<file path="src/rtl/link_pkg.sv">
package link_pkg;
  typedef enum logic {
    ROLE_RX = 1'b0,
    ROLE_TX = 1'b1
  } role_e;
endpackage

</file>
<file path="src/rtl/link_role_cfg.sv">
module link_role_cfg
  import link_pkg::*;
(
  input  logic  clk,
  input  logic  rst_n,
  input  logic  role_sel,
  output role_e role,
  output logic  cfg_done
);
  always_ff @(posedge clk or negedge rst_n) begin
    if (!rst_n) begin
      role     <= ROLE_RX;
      cfg_done <= 1'b0;
    end else if (!cfg_done) begin
      role     <= role_sel ? ROLE_TX : ROLE_RX;
      cfg_done <= 1'b1;
    end
  end

  // once latched, the role never moves
  p_role_locked_r1: assert property (@(posedge clk) disable iff (!rst_n)
    cfg_done |=> (cfg_done && $stable(role)));
endmodule

</file>
<file path="src/rtl/link_bitclk.sv">
module link_bitclk #(
  parameter int HALF_DIV = 2
) (
  input  logic clk,
  input  logic rst_n,
  input  logic en,
  output logic bclk,
  output logic fall_ev
);
  localparam int CW = (HALF_DIV > 1) ? $clog2(HALF_DIV) : 1;
  localparam logic [CW-1:0] LAST = CW'(HALF_DIV - 1);

  logic [CW-1:0] cnt;

  always_ff @(posedge clk or negedge rst_n) begin
    if (!rst_n) begin
      cnt  <= '0;
      bclk <= 1'b0;
    end else if (!en) begin
      cnt  <= '0;
      bclk <= 1'b0;
    end else if (cnt == LAST) begin
      cnt  <= '0;
      bclk <= ~bclk;
    end else begin
      cnt <= cnt + 1'b1;
    end
  end

  // the next edge takes the forwarded clock low
  assign fall_ev = en && (cnt == LAST) && bclk;
endmodule

</file>
<file path="src/rtl/link_tx.sv">
module link_tx #(
  parameter int W = 12
) (
  input  logic         clk,
  input  logic         rst_n,
  input  logic         en,
  input  logic         fall_ev,
  input  logic         strobe,
  input  logic [W-1:0] par_in,
  output logic         ser_dat,
  output logic         overrun
);
  localparam int FRAME = W + 2;
  localparam int LW    = $clog2(FRAME + 1);
  localparam logic [LW-1:0] FRAME_LEN = LW'(FRAME);
  localparam logic [LW-1:0] ONE       = LW'(1);

  logic             strb_q;
  logic [W-1:0]     hold_w;
  logic             hold_v;
  logic [FRAME-1:0] shreg;
  logic [LW-1:0]    left;
  logic             cap, take;

  assign cap  = en && strobe && !strb_q;
  assign take = fall_ev && hold_v && (left <= ONE);

  always_ff @(posedge clk or negedge rst_n) begin
    if (!rst_n) begin
      strb_q  <= 1'b0;
      hold_w  <= '0;
      hold_v  <= 1'b0;
      overrun <= 1'b0;
    end else begin
      strb_q <= en && strobe;
      if (cap && (!hold_v || take)) begin
        hold_w <= par_in;
        hold_v <= 1'b1;
      end else if (take) begin
        hold_v <= 1'b0;
      end
      if (cap && hold_v && !take) overrun <= 1'b1;
    end
  end

  always_ff @(posedge clk or negedge rst_n) begin
    if (!rst_n) begin
      shreg <= '0;
      left  <= '0;
    end else if (fall_ev) begin
      if (left > ONE) begin
        shreg <= {shreg[FRAME-2:0], 1'b0};
        left  <= left - ONE;
      end else if (hold_v) begin
        shreg <= {1'b1, hold_w, 1'b0};
        left  <= FRAME_LEN;
      end else begin
        shreg <= '0;
        left  <= '0;
      end
    end
  end

  assign ser_dat = shreg[FRAME-1];

  // overrun is sticky
  p_sticky_r7: assert property (@(posedge clk) disable iff (!rst_n)
    overrun |=> overrun);
  // a capture into a full, unreleased holding register raises the flag
  p_drop_flag_r7: assert property (@(posedge clk) disable iff (!rst_n)
    (cap && hold_v && !take) |=> overrun);
  // no line activity while nothing is queued or shifting
  p_idle_low_r5: assert property (@(posedge clk) disable iff (!rst_n)
    (left == '0) |-> !ser_dat);
endmodule

</file>
<file path="src/rtl/link_rx.sv">
module link_rx #(
  parameter int W = 12
) (
  input  logic         clk,
  input  logic         rst_n,
  input  logic         en,
  input  logic         ser_clk_i,
  input  logic         ser_dat_i,
  output logic [W-1:0] par_out,
  output logic         word_clk,
  output logic         frame_err
);
  localparam int CW = $clog2(W + 2);
  localparam logic [CW-1:0] LAST_DATA = CW'(W);
  localparam logic [CW-1:0] ONE       = CW'(1);

  logic          ck_q;
  logic          rise;
  logic [CW-1:0] cnt;
  logic [W-1:0]  dreg;

  assign rise = en && ser_clk_i && !ck_q;

  always_ff @(posedge clk or negedge rst_n) begin
    if (!rst_n) begin
      ck_q      <= 1'b0;
      cnt       <= '0;
      dreg      <= '0;
      par_out   <= '0;
      word_clk  <= 1'b0;
      frame_err <= 1'b0;
    end else begin
      ck_q      <= en && ser_clk_i;
      word_clk  <= 1'b0;
      frame_err <= 1'b0;
      if (rise) begin
        if (cnt == '0) begin
          if (ser_dat_i) cnt <= ONE;
        end else if (cnt <= LAST_DATA) begin
          dreg <= {dreg[W-2:0], ser_dat_i};
          cnt  <= cnt + ONE;
        end else begin
          cnt <= '0;
          if (!ser_dat_i) begin
            par_out  <= dreg;
            word_clk <= 1'b1;
          end else begin
            frame_err <= 1'b1;
          end
        end
      end
    end
  end

  // word clock is a single-cycle pulse
  p_word_pulse_r8: assert property (@(posedge clk) disable iff (!rst_n)
    word_clk |=> !word_clk);
  // a frame is either accepted or rejected, never both
  p_accept_xor_r9: assert property (@(posedge clk) disable iff (!rst_n)
    !(word_clk && frame_err));
  // a rejected frame leaves the parallel word alone
  p_keep_word_r9: assert property (@(posedge clk) disable iff (!rst_n)
    frame_err |-> $stable(par_out));
endmodule

</file>
<file path="src/rtl/dir_serial_link.sv">
module dir_serial_link
  import link_pkg::*;
#(
  parameter int W        = 12,
  parameter int HALF_DIV = 2
) (
  input  logic         clk,
  input  logic         rst_n,
  input  logic         role_sel,
  input  logic         strobe,
  input  logic [W-1:0] par_in,
  output logic [W-1:0] par_out,
  output logic         par_oe,
  output logic         ser_clk_o,
  output logic         ser_dat_o,
  input  logic         ser_clk_i,
  input  logic         ser_dat_i,
  output logic         rx_word_clk,
  output logic         rx_frame_err,
  output logic         tx_overrun
);
  role_e role;
  logic  cfg_done;
  logic  tx_en, rx_en;
  logic  fall_ev;

  link_role_cfg u_cfg (
    .clk      (clk),
    .rst_n    (rst_n),
    .role_sel (role_sel),
    .role     (role),
    .cfg_done (cfg_done)
  );

  assign tx_en  = cfg_done && (role == ROLE_TX);
  assign rx_en  = cfg_done && (role == ROLE_RX);
  assign par_oe = rx_en;

  link_bitclk #(.HALF_DIV(HALF_DIV)) u_bclk (
    .clk     (clk),
    .rst_n   (rst_n),
    .en      (tx_en),
    .bclk    (ser_clk_o),
    .fall_ev (fall_ev)
  );

  link_tx #(.W(W)) u_tx (
    .clk     (clk),
    .rst_n   (rst_n),
    .en      (tx_en),
    .fall_ev (fall_ev),
    .strobe  (strobe),
    .par_in  (par_in),
    .ser_dat (ser_dat_o),
    .overrun (tx_overrun)
  );

  link_rx #(.W(W)) u_rx (
    .clk       (clk),
    .rst_n     (rst_n),
    .en        (rx_en),
    .ser_clk_i (ser_clk_i),
    .ser_dat_i (ser_dat_i),
    .par_out   (par_out),
    .word_clk  (rx_word_clk),
    .frame_err (rx_frame_err)
  );

  // serial data moves only with a falling forwarded clock
  p_src_sync_r4: assert property (@(posedge clk) disable iff (!rst_n)
    $changed(ser_dat_o) |-> $fell(ser_clk_o));
  // with the pads driven, the transmit side is silent
  p_oe_quiet_r10: assert property (@(posedge clk) disable iff (!rst_n)
    par_oe |-> (!ser_clk_o && !ser_dat_o && !tx_overrun));
  // the receiver reports nothing while in transmit role
  p_tx_no_rx_r10: assert property (@(posedge clk) disable iff (!rst_n)
    (!par_oe) |-> (!rx_word_clk && !rx_frame_err));
endmodule

</file>
<file path="config.mk">
export PLATFORM = sky130hd
export DESIGN_NAME = dir_serial_link
export DESIGN_NICKNAME = d
export VERILOG_FILES = /design/src/rtl/link_pkg.sv /design/src/rtl/link_role_cfg.sv /design/src/rtl/link_bitclk.sv /design/src/rtl/link_tx.sv /design/src/rtl/link_rx.sv /design/src/rtl/dir_serial_link.sv
export SDC_FILE = /design/constraint.sdc
export NUM_CORES = 1
export LEC_CHECK = 0
export BUFFER_PORTS_ARGS = -buffer_cell sky130_fd_sc_hd__buf_4
export CELL_PAD_IN_SITES_DETAIL_PLACEMENT = 1
export CELL_PAD_IN_SITES_GLOBAL_PLACEMENT = 1
export CORE_ASPECT_RATIO = 0.75
export CORE_UTILIZATION = 48
export CTS_BUF_LIST = sky130_fd_sc_hd__clkbuf_4
export DETAILED_ROUTE_END_ITERATION = 6
export PLACE_DENSITY = 0.82
export SYNTH_ARGS = -nofsm -noshare
export SYNTH_HDL_FRONTEND = slang
export SYNTH_SLANG_ARGS = --single-unit
</file>
<file path="constraint.sdc">
create_clock -name clk -period 2.85 [get_ports clk]
set_clock_uncertainty 0.2 [all_clocks]
set_input_delay 0.7125 -clock clk [delete_from_list [all_inputs] [get_ports clk]]
set_output_delay 0.7125 -clock clk [all_outputs]
set_load 0.05 [all_outputs]
</file>
Yosys cells after proc, flatten, opt, wreduce, memory -nomap -nowiden
Cells that the tools add are included.

Register bits: 68. Word-level logic and storage cells: 74. Output and inout bits: 18. Bits of input ports: 18.

Eq/ne operators: 2. Add/sub/neg operators: 3. Bitwise operators: 5. Muxes and demuxes: 22. $lt $le $gt $ge: 3. Reduce and logical (&&, ||, !) cells: 23.

Operator list (count): $mux W14 (2); $mux W4 (5); $mux W1 (15); $logic_and A1 B1 Y1 (13); $not A1 Y1 (5); $add A4 B1 Y4 const B (1); $gt A4 B1 Y1 const B (1); $le A4 B1 Y1 const B (1); $le A4 B4 Y1 const B (1); $logic_not A1 Y1 (4); $logic_not A4 Y1 (1); $ne A2 B2 Y1 const B (2); $reduce_and A4 Y1 (1); $sub A4 B1 Y4 const B (1); $reduce_and A3 Y1 (1); $reduce_and A2 Y1 (1); $reduce_bool A2 Y1 (1); $add A1 B1 Y1 const B (1); $logic_or A1 B1 Y1 (1).

Logic depth before layout (Yosys ltp)
Gate-level depths: netlist (run 1).

Word-level depth: 8. Depth in mapped cells: 8. Gate-level depth less buffers: 6.

Hierarchy
From an unflattened synthesis (run 1), not the netlist that was laid out.

Cells, all modules: 246. Area, all modules: 3088.0 µm².

Modules (own cells, without submodules): link_rx (times used 1, cells an instance 126, area an instance 1526.5 µm², sequential area each 775.7 µm²); link_tx (times used 1, cells an instance 108, area an instance 1395.1 µm², sequential area each 800.8 µm²); link_bitclk (times used 1, cells an instance 6, area an instance 81.3 µm², sequential area each 50.0 µm²); link_role_cfg (times used 1, cells an instance 4, area an instance 68.8 µm², sequential area each 50.0 µm²); dir_serial_link (times used 1, cells an instance 2, area an instance 16.3 µm², sequential area each 0.0 µm²).

Worst setup path after synthesis (run 1)
OpenSTA, ideal clock, no wires.

Path kind: input to register. From: in ser_clk_i. To: reg u_rx.par_out[10]. Buffers on the path: 2. Slack: 0.737 ns. Data arrival time: 1.788 ns. Data required time: 2.525 ns. Stages: 5. Library setup time: 0.125 ns. Path through: and4bb_1 > buf_2 > nor3b_4 > buf_6 > mux2_2.

Cells in the longest elaborated chain, start to end: 3.

RTL lines: from (decl) (line dir_serial_link.sv:16) `input logic ser_clk_i,`; $logic_and A1 B1 Y1 (2 in series) (line link_rx.sv:22) `assign rise = en && ser_clk_i && !ck_q;`; $reduce_and A4 Y1 (no source line); to (signal assigned) (line link_rx.sv:45) `par_out <= dreg;`; to (decl) (line link_rx.sv:9) `output logic [W-1:0] par_out,`.

Every way passes these cells. A chain may end at the register's enable or synchronous reset.

Worst setup path in the final report (run 1)
From: reg u_tx.left[0]. To: reg u_tx.hold_w[6].

Cells in the longest elaborated chain, start to end: 4.

RTL lines: from (decl) (line link_tx.sv:22) `logic [LW-1:0] left;`; from (signal assigned) (line link_tx.sv:53) `left <= left - ONE;`; $le A4 B1 Y1 (line link_tx.sv:26) `assign take = fall_ev && hold_v && (left <= ONE);`; $logic_and A1 B1 Y1 (line link_tx.sv:26); $logic_or A1 B1 Y1 (line link_tx.sv:36) `if (cap && (!hold_v || take)) begin`; $logic_and A1 B1 Y1 (line link_tx.sv:36); to (signal assigned) (line link_tx.sv:37) `hold_w <= par_in;`; to (decl) (line link_tx.sv:19) `logic [W-1:0] hold_w;`.

Every way passes these cells.

==> results of run 1 <==
==> worst max path at each step <==
stage                     cells after the start          endpoint          from  slack (ns)
after floorplan                               5  u_rx.par_out[10]     ser_clk_i        0.74
after global placement                        5   u_rx.par_out[7]     ser_clk_i        0.56
after detailed placement                      6    u_tx.hold_w[4]  u_tx.left[1]        0.49
after CTS                                     6    u_tx.hold_w[4]  u_tx.left[0]        0.47
after global routing                          6    u_tx.hold_w[7]  u_tx.left[1]        0.36
final                                         6    u_tx.hold_w[6]  u_tx.left[0]        0.49
==> stage by stage <==
| step | total power (W) | hold slack [ns] | utilization (%) | cell area [sq um] | worst slack [ns] |
|---|---|---|---|---|---|
| 2_1_floorplan | 0.00138 | 0.217 | - | 2880 | 0.737 |
| 5_1_grt | 0.00251 | 0.221 | 59.0 | 3420 | 0.363 |
| 4_1_cts | 0.00242 | 0.200 | 59.0 | 3420 | 0.469 |
| 3_3_place_gp | 0.00148 | 0.267 | 55.3 | 3210 | 0.563 |
| 3_5_place_dp | 0.00151 | 0.271 | 55.3 | 3210 | 0.488 |
| 6_report | 0.00239 | 0.173 | 59.0 | 3420 | 0.492 |
==> power by group <==
part | leakage [nW] | internal (W) | switching [W]
sequential | 0.902 | 0.00105 | 0.0000890
clock | 0.112 | 0.000541 | 0.000363
combinational | 0.700 | 0.000152 | 0.000190
==> worst max-delay path: cells and delay by family (launching register included) <==
| family | cells | cell delay, ns |
|---|---|---|
| AO/OA/AOI/OAI | 1 | 0.38 |
| flip-flops | 1 | 0.42 |
| AND/OR/NAND/NOR | 2 | 0.51 |
| multiplexers | 1 | 0.41 |
| adder cells (fa/ha/maj) | 1 | 0.20 |
| buffers and inverters | 1 | 0.12 |
==> cells by family after synthesis <==
| kind of cell | count (synthesis) |
|---|---|
| XOR/XNOR | 1 |
| other | 1 |
| multiplexers | 36 |
| adder cells (fa/ha/maj) | 4 |
| AND/OR/NAND/NOR | 68 |
| AO/OA/AOI/OAI | 36 |
| flip-flops | 67 |
| buffers and inverters | 22 |
==> routing by layer <==
metal	part of all wire, %	track usage (%)
met1	48	26.6
met2	47	31.0
met3	4.5	6.29
met4	1.2	7.23
met5	0	0
==> cell usage in the layout, fill, tap and decap left out, types with 2 or more instances in the layout <==
| cell | synthesis | layout |
|---|---|---|
| sky130_fd_sc_hd__nand3_1 | 13 | 13 |
| sky130_fd_sc_hd__o31ai_1 | 2 | 2 |
| sky130_fd_sc_hd__mux2_1 | 5 | 5 |
| sky130_fd_sc_hd__inv_1 | 10 | 10 |
| sky130_fd_sc_hd__dfrtp_1 | 67 | 67 |
| sky130_fd_sc_hd__inv_6 | 0 | 3 |
| sky130_fd_sc_hd__clkbuf_4 | 0 | 9 |
| sky130_fd_sc_hd__bufinv_16 | 0 | 4 |
| sky130_fd_sc_hd__o41ai_1 | 3 | 3 |
| sky130_fd_sc_hd__a21oi_1 | 4 | 4 |
| sky130_fd_sc_hd__mux2_2 | 21 | 21 |
| sky130_fd_sc_hd__nor2_1 | 19 | 19 |
| sky130_fd_sc_hd__nand2b_1 | 3 | 3 |
| sky130_fd_sc_hd__a31oi_1 | 14 | 14 |
| sky130_fd_sc_hd__nand2_1 | 21 | 21 |
| sky130_fd_sc_hd__nand3b_1 | 2 | 2 |
| sky130_fd_sc_hd__ha_1 | 4 | 4 |
| sky130_fd_sc_hd__mux2_4 | 10 | 10 |
| sky130_fd_sc_hd__o21ai_0 | 8 | 8 |
| sky130_fd_sc_hd__nor2b_1 | 2 | 2 |
| sky130_fd_sc_hd__buf_4 | 0 | 39 |
==> sequential cells by signal (all words and copies together), names as in the netlist <==
| name | cells |
|---|---|
| u_cfg.cfg_done | 1 |
| u_tx.strb_q | 1 |
| u_rx.dreg | 12 |
| u_bclk.cnt | 1 |
| u_tx.hold_v | 1 |
| u_rx.word_clk | 1 |
| u_tx.hold_w | 12 |
| u_rx.frame_err | 1 |
| u_rx.cnt | 4 |
| u_tx.shreg | 13 |
| u_bclk.bclk | 1 |
| u_tx.left | 4 |
| u_rx.ck_q | 1 |
| u_cfg.role | 1 |
| u_tx.overrun | 1 |
| u_rx.par_out | 12 |
==> cell type report <==
cell class | instances | area (sq um)
flip-flops and latches | 67 | 1680
multi-input cells | 146 | 1100
fillers | 622 | 2380
inverters | 10 | 37.5
clock inverters | 7 | 146
well taps | 78 | 97.6
clock buffers | 9 | 67.6
repair buffers | 39 | 293
==> reports/metrics.cfg, run 1 <==
[outcome]
result_of_the_run = complete, no violations

[critical_path]
r2r-start = u_tx.left[0]
required_ns = 2.96
crit_path_cell_trace = inv_1, ha_1, nor2_1, o41ai_4, nand3b_2, mux2_4
criticalPathCategory = reg -> reg
setup.worst_path.end_class = register
worst-path-max-fanout = 12
cp_slowest_cell = sky130_fd_sc_hd__dfrtp_1
reg2reg_depth = 6
timing.critical_path.arrival_ns = 2.46
crit-reg2reg-capture = u_tx.hold_w[6]
setup.reg_to_reg.worst_slack_ns = 0.49
worstSetupStartpointType = register
critical_path.max_stage_delay_ns = 0.42

[route]
drtAntennaViolNets = 0
detail_route.first_pass.iterations = 4
mean_number_of_vias_per_cell = 5.28
total_wire_length_after_detailed_routing_mm = 5.51
drt_iter0_markers = 72
drc = 0
avgRoutedWirePerCell_um = 15.5
routed-via-count = 1878

[clocking]
postCtsSetupBuffers = 0
number_of_buffers_inserted_by_hold_repair_at_cts = 0
cts.clk_slew.worst_paths_ns = 0.12
cts_sinks = 67
htreeDepth = 3
insertion_delay_ns = 0.42
clock_tree_from_tritoncts = built
clock_path_buffers = 2
post_cts.resized_instances = 0
clock_buffer_count_from_cts = 9
root_buffer = sky130_fd_sc_hd__clkbuf_4

[yosys]
syn_avg_cell_area_sq_um = 12.3
synth_commonest_cells = sky130_fd_sc_hd__dfrtp_1 (67), sky130_fd_sc_hd__mux2_2 (21), sky130_fd_sc_hd__nand2_1 (21)
syn-num-nets = 257
synth_top_cell_area_share_pct = 58.2
synth-xor-area-share_pct = 0.304
synth_top_family_by_area = multiplexers
synth_area_in_compound_gates_pct = 8.78
yosys-top-cells-area = sky130_fd_sc_hd__dfrtp_1 (58%), sky130_fd_sc_hd__mux2_2 (8.2%), sky130_fd_sc_hd__mux2_4 (5.2%), sky130_fd_sc_hd__a31oi_1 (3.0%), sky130_fd_sc_hd__nand2_1 (2.7%)
ys_ff_latch = 67
sequential_cell_area_fraction_in_the_yosys_report_pct = 58.2
synthAdderAreaFrac_pct = 1.74
synth_ff_type = sky130_fd_sc_hd__dfrtp_1
yosys_warnings = 0
count_of_flip_flops_with_a_built_in_enable_after_synthesis = 0
yosysMostFrequentCell = sky130_fd_sc_hd__dfrtp_1
synthMuxAreaShare_pct = 15.4
synthCells = 235
post_synth_and_or_nand_nor_area_fraction_pct = 11.9
synth.cell_area_sq_um = 2880
async_reset_ff_share_pct = 100
synth_cell_types = 35
synth_area_leader_cell = sky130_fd_sc_hd__dfrtp_1

[global_routing]
gr-usage-all-layers_pct = 20.0
initial_antenna_violation_count = 0
grt-ovfl-total = 0
via_count_of_the_first_global_routing_pass = 2017
grt_pass1_wl_mm = 9.74
largest_net_degree_at_the_start_of_global_routing = 68

[cells_and_area]
antenna_cells = 0
final_layout_size_suffix_gt1_share_pct = 33.1
areaGrowthSynthToFinish_pct = 18.8
finalNonFillerCells = 356
design.final.nets = 295

[placement]
detailed_place_hpwl_mm = 3.93
placement.io_buffers = 35
gp_routability_congestion = 0.762
numPlacedInstances = 340

[die]
initial_core_util_pct = 49.7
core-area_sq_um = 5800
die-width_um = 91.4
placementRows = 24
die_height_um = 69.1
fp.dieArea_sq_um = 6310
design.portCount = 36

[timing]
setup_tns_ns = 0
worst_slew_pin_slew_ns = 0.829
period_share_pct = 82.7
final_max_slew_viol_count = 0
final_hold_viol_count = 0
fin_crit_ns = 2.36
slew_headroom_pct = 44.8
rsz0062_at_grt = false
finalSetupViolCount = 0
fmax_mhz = 424

[power]
vdd.ir_drop.worst_uv = 311
total_leakage_power_nw = 1.71
power.density_cell_area_nw_per_um2 = 699

[flow_run]
timing.max_cap.violations = 0

[min_path]
min-delay-path-class = in -> async

No activity file was read; power rests on OpenSTA's default activity.
==> run 2: changes to the inputs <==
--- a/config.mk
+++ b/config.mk
@@ -9,10 +9,10 @@
 export CELL_PAD_IN_SITES_DETAIL_PLACEMENT = 1
 export CELL_PAD_IN_SITES_GLOBAL_PLACEMENT = 1
 export CORE_ASPECT_RATIO = 0.75
-export CORE_UTILIZATION = 48
+export CORE_UTILIZATION = 43
 export CTS_BUF_LIST = sky130_fd_sc_hd__clkbuf_4
 export DETAILED_ROUTE_END_ITERATION = 6
-export PLACE_DENSITY = 0.82
+export PLACE_DENSITY = 0.78
 export SYNTH_ARGS = -nofsm -noshare
 export SYNTH_HDL_FRONTEND = slang
 export SYNTH_SLANG_ARGS = --single-unit
==> constraint.sdc (replaced) <==
create_clock -name clk -period 2 [get_ports clk]
set_clock_uncertainty 0.2 [all_clocks]
set_input_delay 0.5 -clock clk [delete_from_list [all_inputs] [get_ports clk]]
set_output_delay 0.5 -clock clk [all_outputs]
set_load 0.05 [all_outputs]
==> reports/metrics.cfg, run 2 (synthesis results as in run 1) <==
[outcome]
result_of_the_run = complete, no violations

[placement]
placement.io_buffers = 35  ; unchanged
gp_routability_congestion = 0.804  ; +5.4%
detailed_place_hpwl_mm = 4.11  ; +4.5%

[global_routing]
gr-usage-all-layers_pct = 19.9  ; -0.13 points
grt-ovfl-total = 0  ; unchanged
largest_net_degree_at_the_start_of_global_routing = 52  ; -24%
initial_antenna_violation_count = 0  ; unchanged
via_count_of_the_first_global_routing_pass = 2096  ; +3.9%
grt_pass1_wl_mm = 10.3  ; +5.5%

[timing]
fin_crit_ns = 1.98  ; -0.376 ns
period_share_pct = 99.1  ; +16 points
finalSetupViolCount = 0  ; unchanged
fmax_mhz = 505  ; +19%
worst_hold_slack_ns = 0.0961  ; -0.0773 ns
rsz0062_at_grt = true
final_hold_viol_count = 0  ; unchanged
final_max_slew_viol_count = 0  ; unchanged

[cells_and_area]
registers.top_by_ff_count = u_tx.shreg
final_layout_size_suffix_gt1_share_pct = 43.8  ; +11 points
multiInputGateArea_sq_um = 1190  ; +8.3%
design.final.nets = 322  ; +9.2%
n_fill_cell = 676  ; +8.7%
final_common_cell = sky130_fd_sc_hd__dfrtp_1
antenna_cells = 0  ; unchanged
mostFrequentLayoutCells = sky130_fd_sc_hd__dfrtp_1 (64), sky130_fd_sc_hd__buf_4 (59), sky130_fd_sc_hd__mux2_4 (22)
largest_reg_flops = 13  ; unchanged
areaGrowthSynthToFinish_pct = 28.6
area.sequential_sq_um = 1680  ; +0.22%

[clocking]
cts.clk_slew.worst_paths_ns = 0.11  ; about the same
root_buffer = sky130_fd_sc_hd__clkbuf_4
insertion_delay_ns = 0.42  ; about the same
clock_path_buffers = 2  ; unchanged
htreeDepth = 3  ; unchanged
clock_tree_from_tritoncts = built
clock_buffer_count_from_cts = 9  ; unchanged
cts_sinks = 67  ; unchanged

[die]
placementRows = 25  ; +4.2%
core-area_sq_um = 6380  ; +10%
initial_core_util_pct = 45.1  ; -4.6 points
fp.dieArea_sq_um = 7030  ; +11%
design.portCount = 36  ; unchanged
die_height_um = 72.9  ; +5.5%
die-width_um = 96.5  ; +5.5%

[critical_path]
kind_of_cell_adding_the_most_delay_to_the_critical_path = simple AND/OR/NAND/NOR gates
timing.critical_path.arrival_ns = 2.10  ; -0.36 ns
crit_path_cell_trace = inv_2, ha_4, nand3b_1, nor3b_4, buf_6, buf_16, mux2_4
setup.worst_path.end_class = register
reg2reg_depth = 7  ; +1
required_ns = 2.12  ; -0.84 ns
cp_slowest_cell = sky130_fd_sc_hd__dfrtp_1
worstSetupStartpointType = register
worst-path-max-fanout = 6  ; -6
r2r-start = u_rx.cnt[0]
setup.reg_to_reg.worst_slack_ns = 0.02  ; -0.47 ns
crit-reg2reg-capture = u_rx.par_out[1]
criticalPathCategory = reg -> reg
timing.critical_path.buf_inv = 3  ; +2
critical_path.max_stage_delay_ns = 0.38  ; -0.04 ns

[route]
drt_iter0_markers = 55  ; -24%
drc = 0  ; unchanged
avgRoutedWirePerCell_um = 15.6  ; +0.54%
routed-via-count = 1995  ; +6.2%
mean_number_of_vias_per_cell = 5.18  ; -1.8%
drtAntennaViolNets = 0  ; unchanged
total_wire_length_after_detailed_routing_mm = 5.99  ; +8.7%
detail_route.first_pass.iterations = 4  ; unchanged

[power]
total_power_w = 0.00322  ; +35%
total_leakage_power_nw = 1.83  ; +7.0%
vdd.ir_drop.worst_uv = 331  ; +6.1%
power.density_cell_area_nw_per_um2 = 871  ; +25%

[min_path]
min_to = u_rx.ck_q
min-delay-path-class = in -> reg
hp-start = ser_clk_i
hold_path_depth = 2

[flow_run]
timing.max_cap.violations = 0  ; unchanged

==> run 2: cell count changes in the layout (fill, tap and decap cells not counted), sizes merged <==
cell,previous run,this run
buf,39,65
clkinv,0,3
dlygate4sd3,0,1
bufinv,4,1
inv,13,10
clkbuf,9,11
==> run 2: final cells by class <==
cell class              instances  area share [%]
well taps                      81            2.74
clock buffers                  11            2.23
flip-flops and latches         67            45.4
multi-input cells             146            32.2
repair buffers                 66            15.0
inverters                      10            1.01
clock inverters                 4            1.42
==> run 2: worst max path at each step <==
stage	startpoint	endpoint	slack, ns	cells after the start
after floorplan	u_tx.left[0]	u_tx.hold_w[10]	0.007	7
after global placement	u_rx.cnt[0]	u_rx.dreg[9]	0.02	5
after detailed placement	u_rx.cnt[0]	u_rx.dreg[4]	-0.11	5
after CTS	u_rx.cnt[0]	u_rx.par_out[4]	-0.02	6
after global routing	u_rx.cnt[1]	u_rx.par_out[1]	-0.06	7
final	u_rx.cnt[0]	u_rx.par_out[1]	0.02	7
==> run 2: repair_timing <==
| item | in CTS | in global routing |
|---|---|---|
| buffers inserted | 4 | 4 |
| setup endpoints to repair | 35 | 53 |
| hold buffers | 1 | 0 |
| gates resized for setup | 13 | 17 |
| pin swaps | 3 | 3 |
| cloned | 1 | 0 |
| hold endpoints to repair | 16 | 0 |
==> run 2: through the flow <==
stage	setup TNS [ns]	std cells	instance area (sq um)	setup WS [ns]	util (%)
after floorplan	0	235	2880	0.00725	-
after detailed placement	-1.25	361	3380	-0.106	53.0
after CTS	-0.0833	382	3640	-0.0224	57.0
after global routing	-1.18	385	3700	-0.0596	58.0
final	0	385	3700	0.0187	58.0
after global placement	0	361	3380	0.0150	53.0
==> run 2: routing by layer <==
layer | routed length (um) | track usage, % | share of wire, %
met5 | 0 | 0 | 0
met4 | 70 | 5.39 | 1.2
met3 | 289 | 7.92 | 4.8
met2 | 2760 | 31.0 | 46
met1 | 2870 | 25.9 | 48
==> run 2: power by group <==
part           switching [W]  total (W)  internal (W)
combinational       0.000346   0.000726      0.000379
clock               0.000472   0.000877      0.000405
sequential          0.000119    0.00162       0.00150
total               0.000938    0.00322       0.00229
